**src/rtl/sysport_regs.sv**
```systemverilog
module sysport_regs #(
  parameter int ADDR_W = 12
) (
  input  logic              clk,
  input  logic              rst,
  input  logic [ADDR_W-1:0] bus_addr,
  input  logic [7:0]        bus_wdata,
  input  logic              bus_wr,
  input  logic              bus_rd,
  output logic [7:0]        bus_rdata,
  output logic              soft_reset,
  output logic              little_endian,
  output logic              disk_led,
  output logic              contig_map,
  output logic              lock1_pulse,
  output logic              lock2_pulse,
  output logic              wr_miss
);

  localparam logic [ADDR_W-1:0] A_P92  = ADDR_W'('h092);
  localparam logic [ADDR_W-1:0] A_CPU  = ADDR_W'('h800);
  localparam logic [ADDR_W-1:0] A_FEAT = ADDR_W'('h802);
  localparam logic [ADDR_W-1:0] A_STAT = ADDR_W'('h803);
  localparam logic [ADDR_W-1:0] A_DISK = ADDR_W'('h808);
  localparam logic [ADDR_W-1:0] A_EQP  = ADDR_W'('h80C);
  localparam logic [ADDR_W-1:0] A_LK1  = ADDR_W'('h810);
  localparam logic [ADDR_W-1:0] A_LK2  = ADDR_W'('h812);
  localparam logic [ADDR_W-1:0] A_L2   = ADDR_W'('h814);
  localparam logic [ADDR_W-1:0] A_KEY  = ADDR_W'('h818);
  localparam logic [ADDR_W-1:0] A_CTL  = ADDR_W'('h81C);
  localparam logic [ADDR_W-1:0] A_CCH  = ADDR_W'('h823);
  localparam logic [ADDR_W-1:0] A_MAP  = ADDR_W'('h850);

  localparam logic [7:0] V_CPU  = 8'hEF;
  localparam logic [7:0] V_FEAT = 8'hAD;
  localparam logic [7:0] V_STAT = 8'hE0;
  localparam logic [7:0] V_EQP  = 8'h3C;
  localparam logic [7:0] V_XFT  = 8'h39;
  localparam logic [7:0] V_KEY  = 8'h00;
  localparam logic [7:0] V_CCH  = 8'h03;
  localparam logic [7:0] V_NONE = 8'hFF;
  localparam logic [7:0] CTL_MASK = 8'h0F;

  logic [7:0] ctl_q;
  logic [7:0] rd_next;
  logic       wr_known;

  assign wr_known = (bus_addr == A_P92)  || (bus_addr == A_CPU) ||
                    (bus_addr == A_FEAT) || (bus_addr == A_STAT) ||
                    (bus_addr == A_DISK) || (bus_addr == A_LK1) ||
                    (bus_addr == A_LK2)  || (bus_addr == A_L2) ||
                    (bus_addr == A_CTL)  || (bus_addr == A_MAP);

  always_comb begin
    case (bus_addr)
      A_P92:   rd_next = {6'b0, little_endian, 1'b0};
      A_CPU:   rd_next = V_CPU;
      A_FEAT:  rd_next = V_FEAT;
      A_STAT:  rd_next = V_STAT;
      A_EQP:   rd_next = V_EQP;
      A_LK1:   rd_next = V_XFT;
      A_KEY:   rd_next = V_KEY;
      A_CTL:   rd_next = ctl_q;
      A_CCH:   rd_next = V_CCH;
      A_MAP:   rd_next = {7'b0, contig_map};
      default: rd_next = V_NONE;
    endcase
  end

  always_ff @(posedge clk) begin
    if (rst) begin
      soft_reset    <= 1'b0;
      little_endian <= 1'b0;
      disk_led      <= 1'b0;
      contig_map    <= 1'b0;
      ctl_q         <= 8'h00;
      wr_miss       <= 1'b0;
    end else if (bus_wr) begin
      if (bus_addr == A_P92) begin
        soft_reset    <= bus_wdata[0];
        little_endian <= bus_wdata[1];
      end
      if (bus_addr == A_DISK) disk_led <= bus_wdata[0];
      if (bus_addr == A_CTL)  ctl_q <= bus_wdata & CTL_MASK;
      if (bus_addr == A_MAP)  contig_map <= bus_wdata[0];
      if (!wr_known)          wr_miss <= 1'b1;
    end
  end

  always_ff @(posedge clk) begin
    if (rst) begin
      lock1_pulse <= 1'b0;
      lock2_pulse <= 1'b0;
    end else begin
      lock1_pulse <= bus_wr && (bus_addr == A_LK1);
      lock2_pulse <= bus_wr && (bus_addr == A_LK2);
    end
  end

  always_ff @(posedge clk) begin
    if (rst)         bus_rdata <= 8'h00;
    else if (bus_rd) bus_rdata <= rd_next;
  end

endmodule

```
**config.mk**
```make
export PLATFORM = sky130hd
export DESIGN_NAME = sysport_regs
export DESIGN_NICKNAME = d
export VERILOG_FILES = /design/src/rtl/sysport_regs.sv
export SDC_FILE = /design/constraint.sdc
export NUM_CORES = 1
export LEC_CHECK = 0
export CORE_MARGIN = 2
export CORE_UTILIZATION = 54
export DETAILED_ROUTE_END_ITERATION = 8
export DONT_BUFFER_PORTS = 1
export PLACE_DENSITY_LB_ADDON = 0.1
export SLEW_MARGIN = 20
export SYNTH_ARGS = -nofsm -noshare
export SYNTH_HDL_FRONTEND = slang
export SYNTH_SLANG_ARGS = --single-unit
```
**constraint.sdc**
```tcl
create_clock -name clk -period 2.1 [get_ports clk]
set_clock_uncertainty 0.15 [all_clocks]
set_input_delay 0.42 -clock clk [delete_from_list [all_inputs] [get_ports clk]]
set_output_delay 0.42 -clock clk [all_outputs]
set_load 0.01 [all_outputs]
```
==> key figures, run 1 <==
CTS
  – Post-CTS sizing: 0
  – H-tree depth: 1
  – Clk pin slew, worst setup/hold paths: 0.11 ns
  – Clock root cell: clkbuf_4
  – Post-CTS Setup Bufs: 0
  – Clock Latency Late Sink: 0.30 ns
  – CTS tree: built
  – CTS sink count: 19
  – Hold buffers post-CTS: 0
  – Max Root-Sink Buffers: 2
  – Num CTS Buffers: 3

Critical path
  – CP Data Required Time: 2.15 ns
  – Critical path, cell by cell: or4b_4, buf_4, nor4_1, and3b_1, a31oi_1, nor2_1
  – R2r startpoint: little_endian
  – Flop-to-flop setup slack: 0.93 ns
  – Worst Setup Start Kind: primary input
  – Crit path DAT: 2.01 ns
  – Worst path slowest cell: or4b_4
  – CP Max Fanout: 4
  – Reg2Reg Capture Point: bus_rdata[1]
  – CP Class: in -> reg
  – CP max stage delay: 0.53 ns
  – R2R cell count: 3
  – CP Capture Type: flop

Place
  – Final HPWL DP: 1.84 mm
  – Place WS: -0.147 ns
  – Placed cells: 149
  – Gpl congestion: 0.849
  – Port Buf Inserts: 0

STA
  – Period minus WS final: 1.96 ns
  – Final hold violation count: 0
  – Final Max Slew Viols: 0
  – Max Fclk: 0.511 GHz
  – Crit share post-route: 0.933
  – RSZ-0062 raised after global routing: false
  – Relative slew slack: 0.698
  – Setup violations, final: 0
  – Worst Tran Pin Value: 0.450 ns
  – Final worst slack: 0.141 ns

Pwr
  – Design Power: 0.617 mW
  – Peak VDD IR: 0.376 mV
  – Power Density: 548 nW/µm²
  – LEAKAGE: 0.397 nW

Die
  – Initial Util: 0.572
  – Die width: 46.8 µm
  – # rows: 15
  – Ports: 39
  – Core area: 1730 µm²
  – Die ar.: 2190 µm²
  – Die height: 46.8 µm

Route
  – Drt pass-1 iters: 5
  – Post-DRT Antenna Nets: 0
  – Initial DRC Count: 26
  – Wirelength per Cell: 15.8 µm
  – DRC viols: 0
  – Vias/cell: 6.31
  – Via Count: 966
  – Routed wire length: 2.43 mm

Synth
  – Synthesized area: 987 µm²
  – Yosys top cell by area: dfxtp_1
  – Mapped Cells: 118
  – Sequential share of the synthesized area: 0.385
  – Top_reg_cell synth: dfxtp_1
  – Yosys warns: 0
  – Top cells by area, synth: dfxtp_1, nor2_1, nand3_1
  – Post-synth net total: 142
  – #FFs+latches synth: 19
  – Mean Syn Cell Area: 8.37 µm²
  – Async set-reset flop share out of synthesis: 0
  – Yosys top cell area share: 0.385
  – Top cells by count, synth: dfxtp_1, nor2_1, nand2_1
  – Synth unique cells: 35
  – Number of flops mapped to enable cells by yosys: 0

Global route
  – All-Layer GR Usage: 0.247
  – Largest net degree at the start of global routing: 19
  – Initial antenna violation count: 0
  – Number of global-route vias before repair: 903
  – First-pass GRT wire length: 3.82 mm
  – Total congestion overflow: 0

Worst hold path
  – Hold Crit Depth: 1
  – Worst hold start: rst
  – Worst Hold Class: in -> reg
  – Hold Path End: disk_led

Layout
  – Area Overhead vs Synth: 14.1%
  – Fillers: 162
  – Fraction of layout cells with a size suffix above 1: 0.195
  – Area taken by multi-input logic gates: 597 µm²
  – Register area: 380 µm²
  – Diodes inserted: 0
  – Final nets: 153
  – Final non-filler cell total: 153

Status
  – Outcome: finished clean

Run
  – Max_cap viols: 0
## per-stage QoR
| stage | setup TNS, ns | area, µm² | utilization | hold WS (ns) |
|---|---|---|---|---|
| floorplan | -0.212 | 1010 | - | 0.286 |
| global placement | -0.360 | 1100 | 0.636 | 0.289 |
| detailed placement | -0.534 | 1100 | 0.636 | 0.292 |
| CTS | 0 | 1130 | 0.652 | 0.0198 |
| global route | 0 | 1130 | 0.652 | 0.00642 |
| finish | 0 | 1130 | 0.652 | 0.0253 |
## flip-flops by register name, indices dropped and copies added (netlist names)
name,flops
ctl_q,4
disk_led,1
soft_reset,1
contig_map,1
lock1_pulse,1
lock2_pulse,1
little_endian,1
bus_rdata,8
wr_miss,1
## layout by cell type (no fill, tap or decap), drive strengths merged, types with 2 or more instances in the layout
master,n
a211oi,5
a21oi,6
a311oi,4
buf,12
clkbuf,3
dfxtp,19
mux2i,3
nand2,10
nand3,9
nor2,19
nor4,5
nor4b,2
o21ai,4
or3b,3
or4,3
or4b,2
or4bb,2
## layer usage
metal / up-vias / track usage / share of wire
met5: - / 0 / 0
met4: 0 / 0.117 / 0.0058
met3: 2 / 0.0577 / 0.073
met2: 48 / 0.403 / 0.48
met1: 448 / 0.311 / 0.44
li1: 468 / - / -
## where the power goes
group	switching [mW]	leakage, nW	total, mW	internal [mW]
sequential	0.0137	0.156	0.386	0.373
clock	0.116	0.0177	0.187	0.0709
combinational	0.0180	0.224	0.0436	0.0256
total	0.147	0.397	0.617	0.469
## area by class of cell
type,instances,area share
clock buffers,3,0.0200
flip-flops and latches,19,0.338
repair buffers,12,0.0800
multi-input cells,93,0.530
clock inverters,1,0.00444
well taps,25,0.0278
## cell families after synthesis
family                 Yosys count  synth area share
multiplexers                     4            0.0418
XOR/XNOR                         1           0.00887
flip-flops                      19             0.385
AND/OR/NAND/NOR                 63             0.359
buffers and inverters            6            0.0241
AO/OA/AOI/OAI                   25             0.181
## how the worst max path moves through the flow
stage                 from      endpoint  slack [ns]  depth (start not counted)
2_1_floorplan  bus_addr[7]  bus_rdata[6]       -0.13                          5
3_3_place_gp   bus_addr[7]       wr_miss       -0.12                          6
3_5_place_dp   bus_addr[7]       wr_miss       -0.15                          6
4_1_cts        bus_addr[7]       wr_miss        0.16                          6
5_1_grt        bus_addr[7]       wr_miss        0.01                          6
6_report       bus_addr[7]       wr_miss        0.14                          6
## worst max-delay path: cells and delay by family
family                 cells  cell delay [ns]
AND/OR/NAND/NOR            4             1.25
AO/OA/AOI/OAI              1             0.18
buffers and inverters      1             0.16
No activity file was read; power rests on OpenSTA's default activity.
==> run 2: changes to the inputs <==
--- a/config.mk
+++ b/config.mk
@@ -9,7 +9,7 @@
 export CORE_UTILIZATION = 54
 export DETAILED_ROUTE_END_ITERATION = 8
 export DONT_BUFFER_PORTS = 1
-export PLACE_DENSITY_LB_ADDON = 0.1
+export PLACE_DENSITY = 0.72
 export SLEW_MARGIN = 20
 export SYNTH_ARGS = -nofsm -noshare
 export SYNTH_HDL_FRONTEND = slang
==> key figures, run 2 (synthesis results as in run 1) <==
Die
  – Initial Util: 0.572
  – # rows: 15
  – Die width: 46.8 µm
  – Die height: 46.8 µm
  – Core area: 1730 µm²
  – Ports: 39
  – Die ar.: 2190 µm²

Layout
  – Commonest cells after routing, fill and taps aside: nor2_1, dfxtp_1, buf_4, nand2_1, nand3_1
  – Area taken by multi-input logic gates: 597 µm²
  – Largest registers: bus_rdata x8, ctl_q x4
  – Reg with most FFs: bus_rdata
  – Final nets: 155
  – Final non-filler cell total: 155
  – Register area: 380 µm²
  – Max reg flops: 8
  – Area Overhead vs Synth: 15.6%
  – Fillers: 141
  – Diodes inserted: 0
  – Fraction of layout cells with a size suffix above 1: 0.208

Place
  – Gpl congestion: 0.797
  – Placed cells: 151
  – Port Buf Inserts: 0
  – Final HPWL DP: 1.84 mm

Critical path
  – CP Max Fanout: 4
  – Critical path, cell by cell: or4b_4, buf_4, nor4_1, and3b_1, a31oi_1, nor2_1
  – Crit path DAT: 1.97 ns
  – Crit. Startpoint: bus_addr[7]
  – CP max stage delay: 0.53 ns
  – Worst Setup Start Kind: primary input
  – Flop-to-flop setup slack: 0.94 ns
  – Critical path destination: wr_miss
  – CP Class: in -> reg
  – Worst path bufs/invs: 1
  – R2R cell count: 3
  – Reg2Reg Capture Point: bus_rdata[1]
  – Crit path max-delay family: simple AND/OR/NAND/NOR gates
  – CP Capture Type: flop
  – Worst path slowest cell: or4b_4
  – R2r startpoint: little_endian
  – CP Data Required Time: 2.16 ns
  – Number of cells on the critical path: 6

Pwr
  – Power Density: 545 nW/µm²
  – Peak VDD IR: 0.477 mV
  – Design Power: 0.622 mW
  – LEAKAGE: 0.408 nW

CTS
  – Hold buffers post-CTS: 0
  – Clk pin slew, worst setup/hold paths: 0.12 ns
  – Clock root cell: clkbuf_4
  – CTS sink count: 19
  – Post-CTS sizing: 0
  – CTS tree: built
  – Clock Latency Late Sink: 0.30 ns
  – H-tree depth: 1
  – Max Root-Sink Buffers: 2
  – Post-CTS Setup Bufs: 0
  – Num CTS Buffers: 3

Route
  – Via Count: 977
  – Post-DRT Antenna Nets: 0
  – Vias/cell: 6.30
  – Wirelength per Cell: 15.5 µm
  – Drt pass-1 iters: 4
  – Routed wire length: 2.41 mm
  – DRC viols: 0
  – Initial DRC Count: 29

Worst hold path
  – Hold Crit Depth: 1
  – Worst Hold Class: in -> reg

STA
  – Relative slew slack: 0.683
  – Worst Tran Pin Value: 0.469 ns
  – Final Max Slew Viols: 0
  – Crit share post-route: 0.911
  – Final hold violation count: 0
  – Max Fclk: 0.523 GHz
  – Fin Setup TNS: 0 ns
  – RSZ-0062 raised after global routing: false
  – Period minus WS final: 1.91 ns
  – Setup violations, final: 0

Global route
  – Initial antenna violation count: 0
  – Number of global-route vias before repair: 854
  – Largest net degree at the start of global routing: 19
  – All-Layer GR Usage: 0.233
  – First-pass GRT wire length: 3.68 mm
  – Total congestion overflow: 0

Run
  – Max_cap viols: 0

Status
  – Outcome: finished clean
==> run 2: cell types whose count changed in the layout (fill, tap and decap cells not counted), sizes merged <==
cell	previous run	this run
buf	12	14
==> run 2: how the worst min path moves through the flow <==
stage	from	slack, ns	end
floorplan	ctl_q[0]	0.29	ctl_q[0]
global placement	ctl_q[0]	0.29	ctl_q[0]
detailed placement	ctl_q[0]	0.29	ctl_q[0]
CTS	rst	0.02	ctl_q[0]
global route	rst	0.01	ctl_q[0]
finish	rst	0.02	ctl_q[0]
==> run 2: worst reg2reg max path, stage by stage, from the launching register on <==
cell	delay, ns
dfxtp_1	0.43
nand3_1	0.09
and3_1	0.19
a311oi_1	0.23
==> run 2: through the flow <==
step / setup WS, ns / hold WS, ns / cell area (µm²) / util
floorplan: -0.127 / 0.286 / 1010 / -
global placement: -0.103 / 0.289 / 1110 / 0.645
detailed placement: -0.116 / 0.291 / 1110 / 0.645
CTS: 0.205 / 0.0166 / 1140 / 0.661
global route: 0.122 / 0.0121 / 1140 / 0.661
finish: 0.187 / 0.0202 / 1140 / 0.661
==> run 2: area by class of cell <==
| class | instances | area share |
|---|---|---|
| Clock inverter | 1 | 0.00439 |
| Multi-Input combinational cell | 93 | 0.523 |
| Tap cell | 25 | 0.0274 |
| Sequential cell | 19 | 0.333 |
| Clock buffer | 3 | 0.0197 |
| Timing Repair Buffer | 14 | 0.0921 |
==> run 2: layer usage <==
layer  track usage  up-vias  part of all wire
li1              -      471                 -
met1         0.285      471              0.44
met2         0.389       33              0.48
met3        0.0654        2             0.068
met4        0.0889        0            0.0058
met5             0        -                 0
==> run 2: report_power, final <==
part,leakage (nW),internal [mW],switching (mW)
Combinational,0.234,0.0263,0.0183
Sequential,0.156,0.373,0.0134
Clock,0.0177,0.0709,0.120
Total,0.408,0.470,0.152
==> run 3: changes to the inputs <==
--- a/config.mk
+++ b/config.mk
@@ -5,11 +5,14 @@
 export SDC_FILE = /design/constraint.sdc
 export NUM_CORES = 1
 export LEC_CHECK = 0
+export ABC_CLOCK_PERIOD_IN_PS = 2100
 export CORE_MARGIN = 2
-export CORE_UTILIZATION = 54
+export CORE_UTILIZATION = 58
+export CTS_BUF_LIST = sky130_fd_sc_hd__clkbuf_2 sky130_fd_sc_hd__clkbuf_4 sky130_fd_sc_hd__clkbuf_8
 export DETAILED_ROUTE_END_ITERATION = 8
 export DONT_BUFFER_PORTS = 1
-export PLACE_DENSITY = 0.72
+export GPL_ROUTABILITY_DRIVEN = 0
+export PLACE_DENSITY = 0.76
 export SLEW_MARGIN = 20
 export SYNTH_ARGS = -nofsm -noshare
 export SYNTH_HDL_FRONTEND = slang
==> key figures, run 3 (synthesis results as in run 1) <==
Layout
  – Fillers: 128
  – Reg with most FFs: bus_rdata
  – Final Util: 0.717
  – Final nets: 153
  – Area Overhead vs Synth: 13.2%
  – Fraction of layout cells with a size suffix above 1: 0.195
  – Max reg flops: 8
  – Register area: 380 µm²
  – Area taken by multi-input logic gates: 597 µm²
  – Commonest cells after routing, fill and taps aside: nor2_1, dfxtp_1, buf_4, nand2_1, nand3_1
  – Largest registers: bus_rdata x8, ctl_q x4
  – Diodes inserted: 0

CTS
  – Hold buffers post-CTS: 0
  – Post-CTS sizing: 0
  – Clock Latency Late Sink: 0.30 ns
  – Post-CTS Setup Bufs: 0
  – Clk pin slew, worst setup/hold paths: 0.11 ns
  – Num CTS Buffers: 3
  – CTS tree: built
  – Clock root cell: clkbuf_4
  – Max Root-Sink Buffers: 2
  – H-tree depth: 1
  – CTS sink count: 19

Global route
  – Largest net degree at the start of global routing: 19
  – Initial antenna violation count: 0
  – All-Layer GR Usage: 0.246
  – First-pass GRT wire length: 3.74 mm
  – Total congestion overflow: 0
  – Number of global-route vias before repair: 886

Die
  – # rows: 14
  – Die height: 45.3 µm
  – Initial Util: 0.633
  – Ports: 39
  – Core area: 1560 µm²
  – Die width: 45.3 µm
  – Die ar.: 2050 µm²

STA
  – Setup violations, final: 0
  – Worst Tran Pin Value: 0.524 ns
  – Crit share post-route: 0.933
  – Max Fclk: 0.510 GHz
  – Final Max Slew Viols: 0
  – Relative slew slack: 0.646
  – RSZ-0062 raised after global routing: false
  – Final hold violation count: 0
  – Period minus WS final: 1.96 ns
  – Final worst slack: 0.141 ns

Route
  – Routed wire length: 2.29 mm
  – Initial DRC Count: 30
  – Via Count: 952
  – Drt pass-1 iters: 4
  – DRC viols: 0
  – Wirelength per Cell: 15.9 µm
  – Post-DRT Antenna Nets: 0
  – Vias/cell: 6.61

Place
  – Place WS: -0.163 ns
  – Final HPWL DP: 1.79 mm
  – Port Buf Inserts: 0

Critical path
  – CP Data Required Time: 2.16 ns
  – R2R cell count: 3
  – Crit path DAT: 2.02 ns
  – CP Max Fanout: 4
  – Worst Setup Start Kind: primary input
  – CP Class: in -> reg
  – CP Capture Type: flop

Pwr
  – Design Power: 0.626 mW
  – LEAKAGE: 0.399 nW
  – Peak VDD IR: 0.426 mV
  – Power Density: 561 nW/µm²

Worst hold path
  – Hold Crit Depth: 1
  – Worst Hold Class: in -> reg

Run
  – Max_cap viols: 0

Status
  – Outcome: finished clean
run 3: cell count changes in the layout (fill, tap and decap cells not counted):
cell	previous run	this run
clkinv_2	1	0
clkbuf_4	3	4
buf_4	14	12
run 3: final timing paths:
check / from / endpoint / slack, ns
setup / recovery: bus_addr[7] / wr_miss / 0.14
hold / removal: rst / ctl_q[1] / 0.02
setup reg to reg: little_endian / bus_rdata[1] / 0.92
hold reg to reg: ctl_q[3] / ctl_q[3] / 0.31
run 3: layout make-up:
cell class	instances	area share
flip-flops and latches	19	0.340
multi-input cells	93	0.534
repair buffers	12	0.0806
clock buffers	4	0.0269
well taps	16	0.0179
run 3: per-layer routing:
metal	GRT usage	up-vias	wire length, µm
li1	-	468	-
met1	0.309	442	994
met2	0.429	39	1130
met3	0.0400	3	148
met4	0.0706	0	17
met5	0	-	0
run 3: worst max-delay path, cell delays in order:
cell and delay, ns:
or4b_4 0.53, buf_4 0.16, nor4_1 0.43, and3b_1 0.24, a31oi_1 0.17, nor2_1 0.05
run 3: report_power, final:
part / switching (mW) / internal, mW
combinational: 0.0181 / 0.0251
clock: 0.110 / 0.0870
sequential: 0.0134 / 0.373
total: 0.142 / 0.485
run 3: metrics by stage:
stage          hold slack [ns]  cells  area (µm²)  TNS (ns)
6_report                0.0208    144        1120         0
5_1_grt                 0.0151    144        1120         0
4_1_cts                 0.0196    144        1120         0
3_5_place_dp             0.302    140        1090    -0.555
3_3_place_gp             0.290    140        1090    -0.425
2_1_floorplan            0.286    118        1010    -0.212
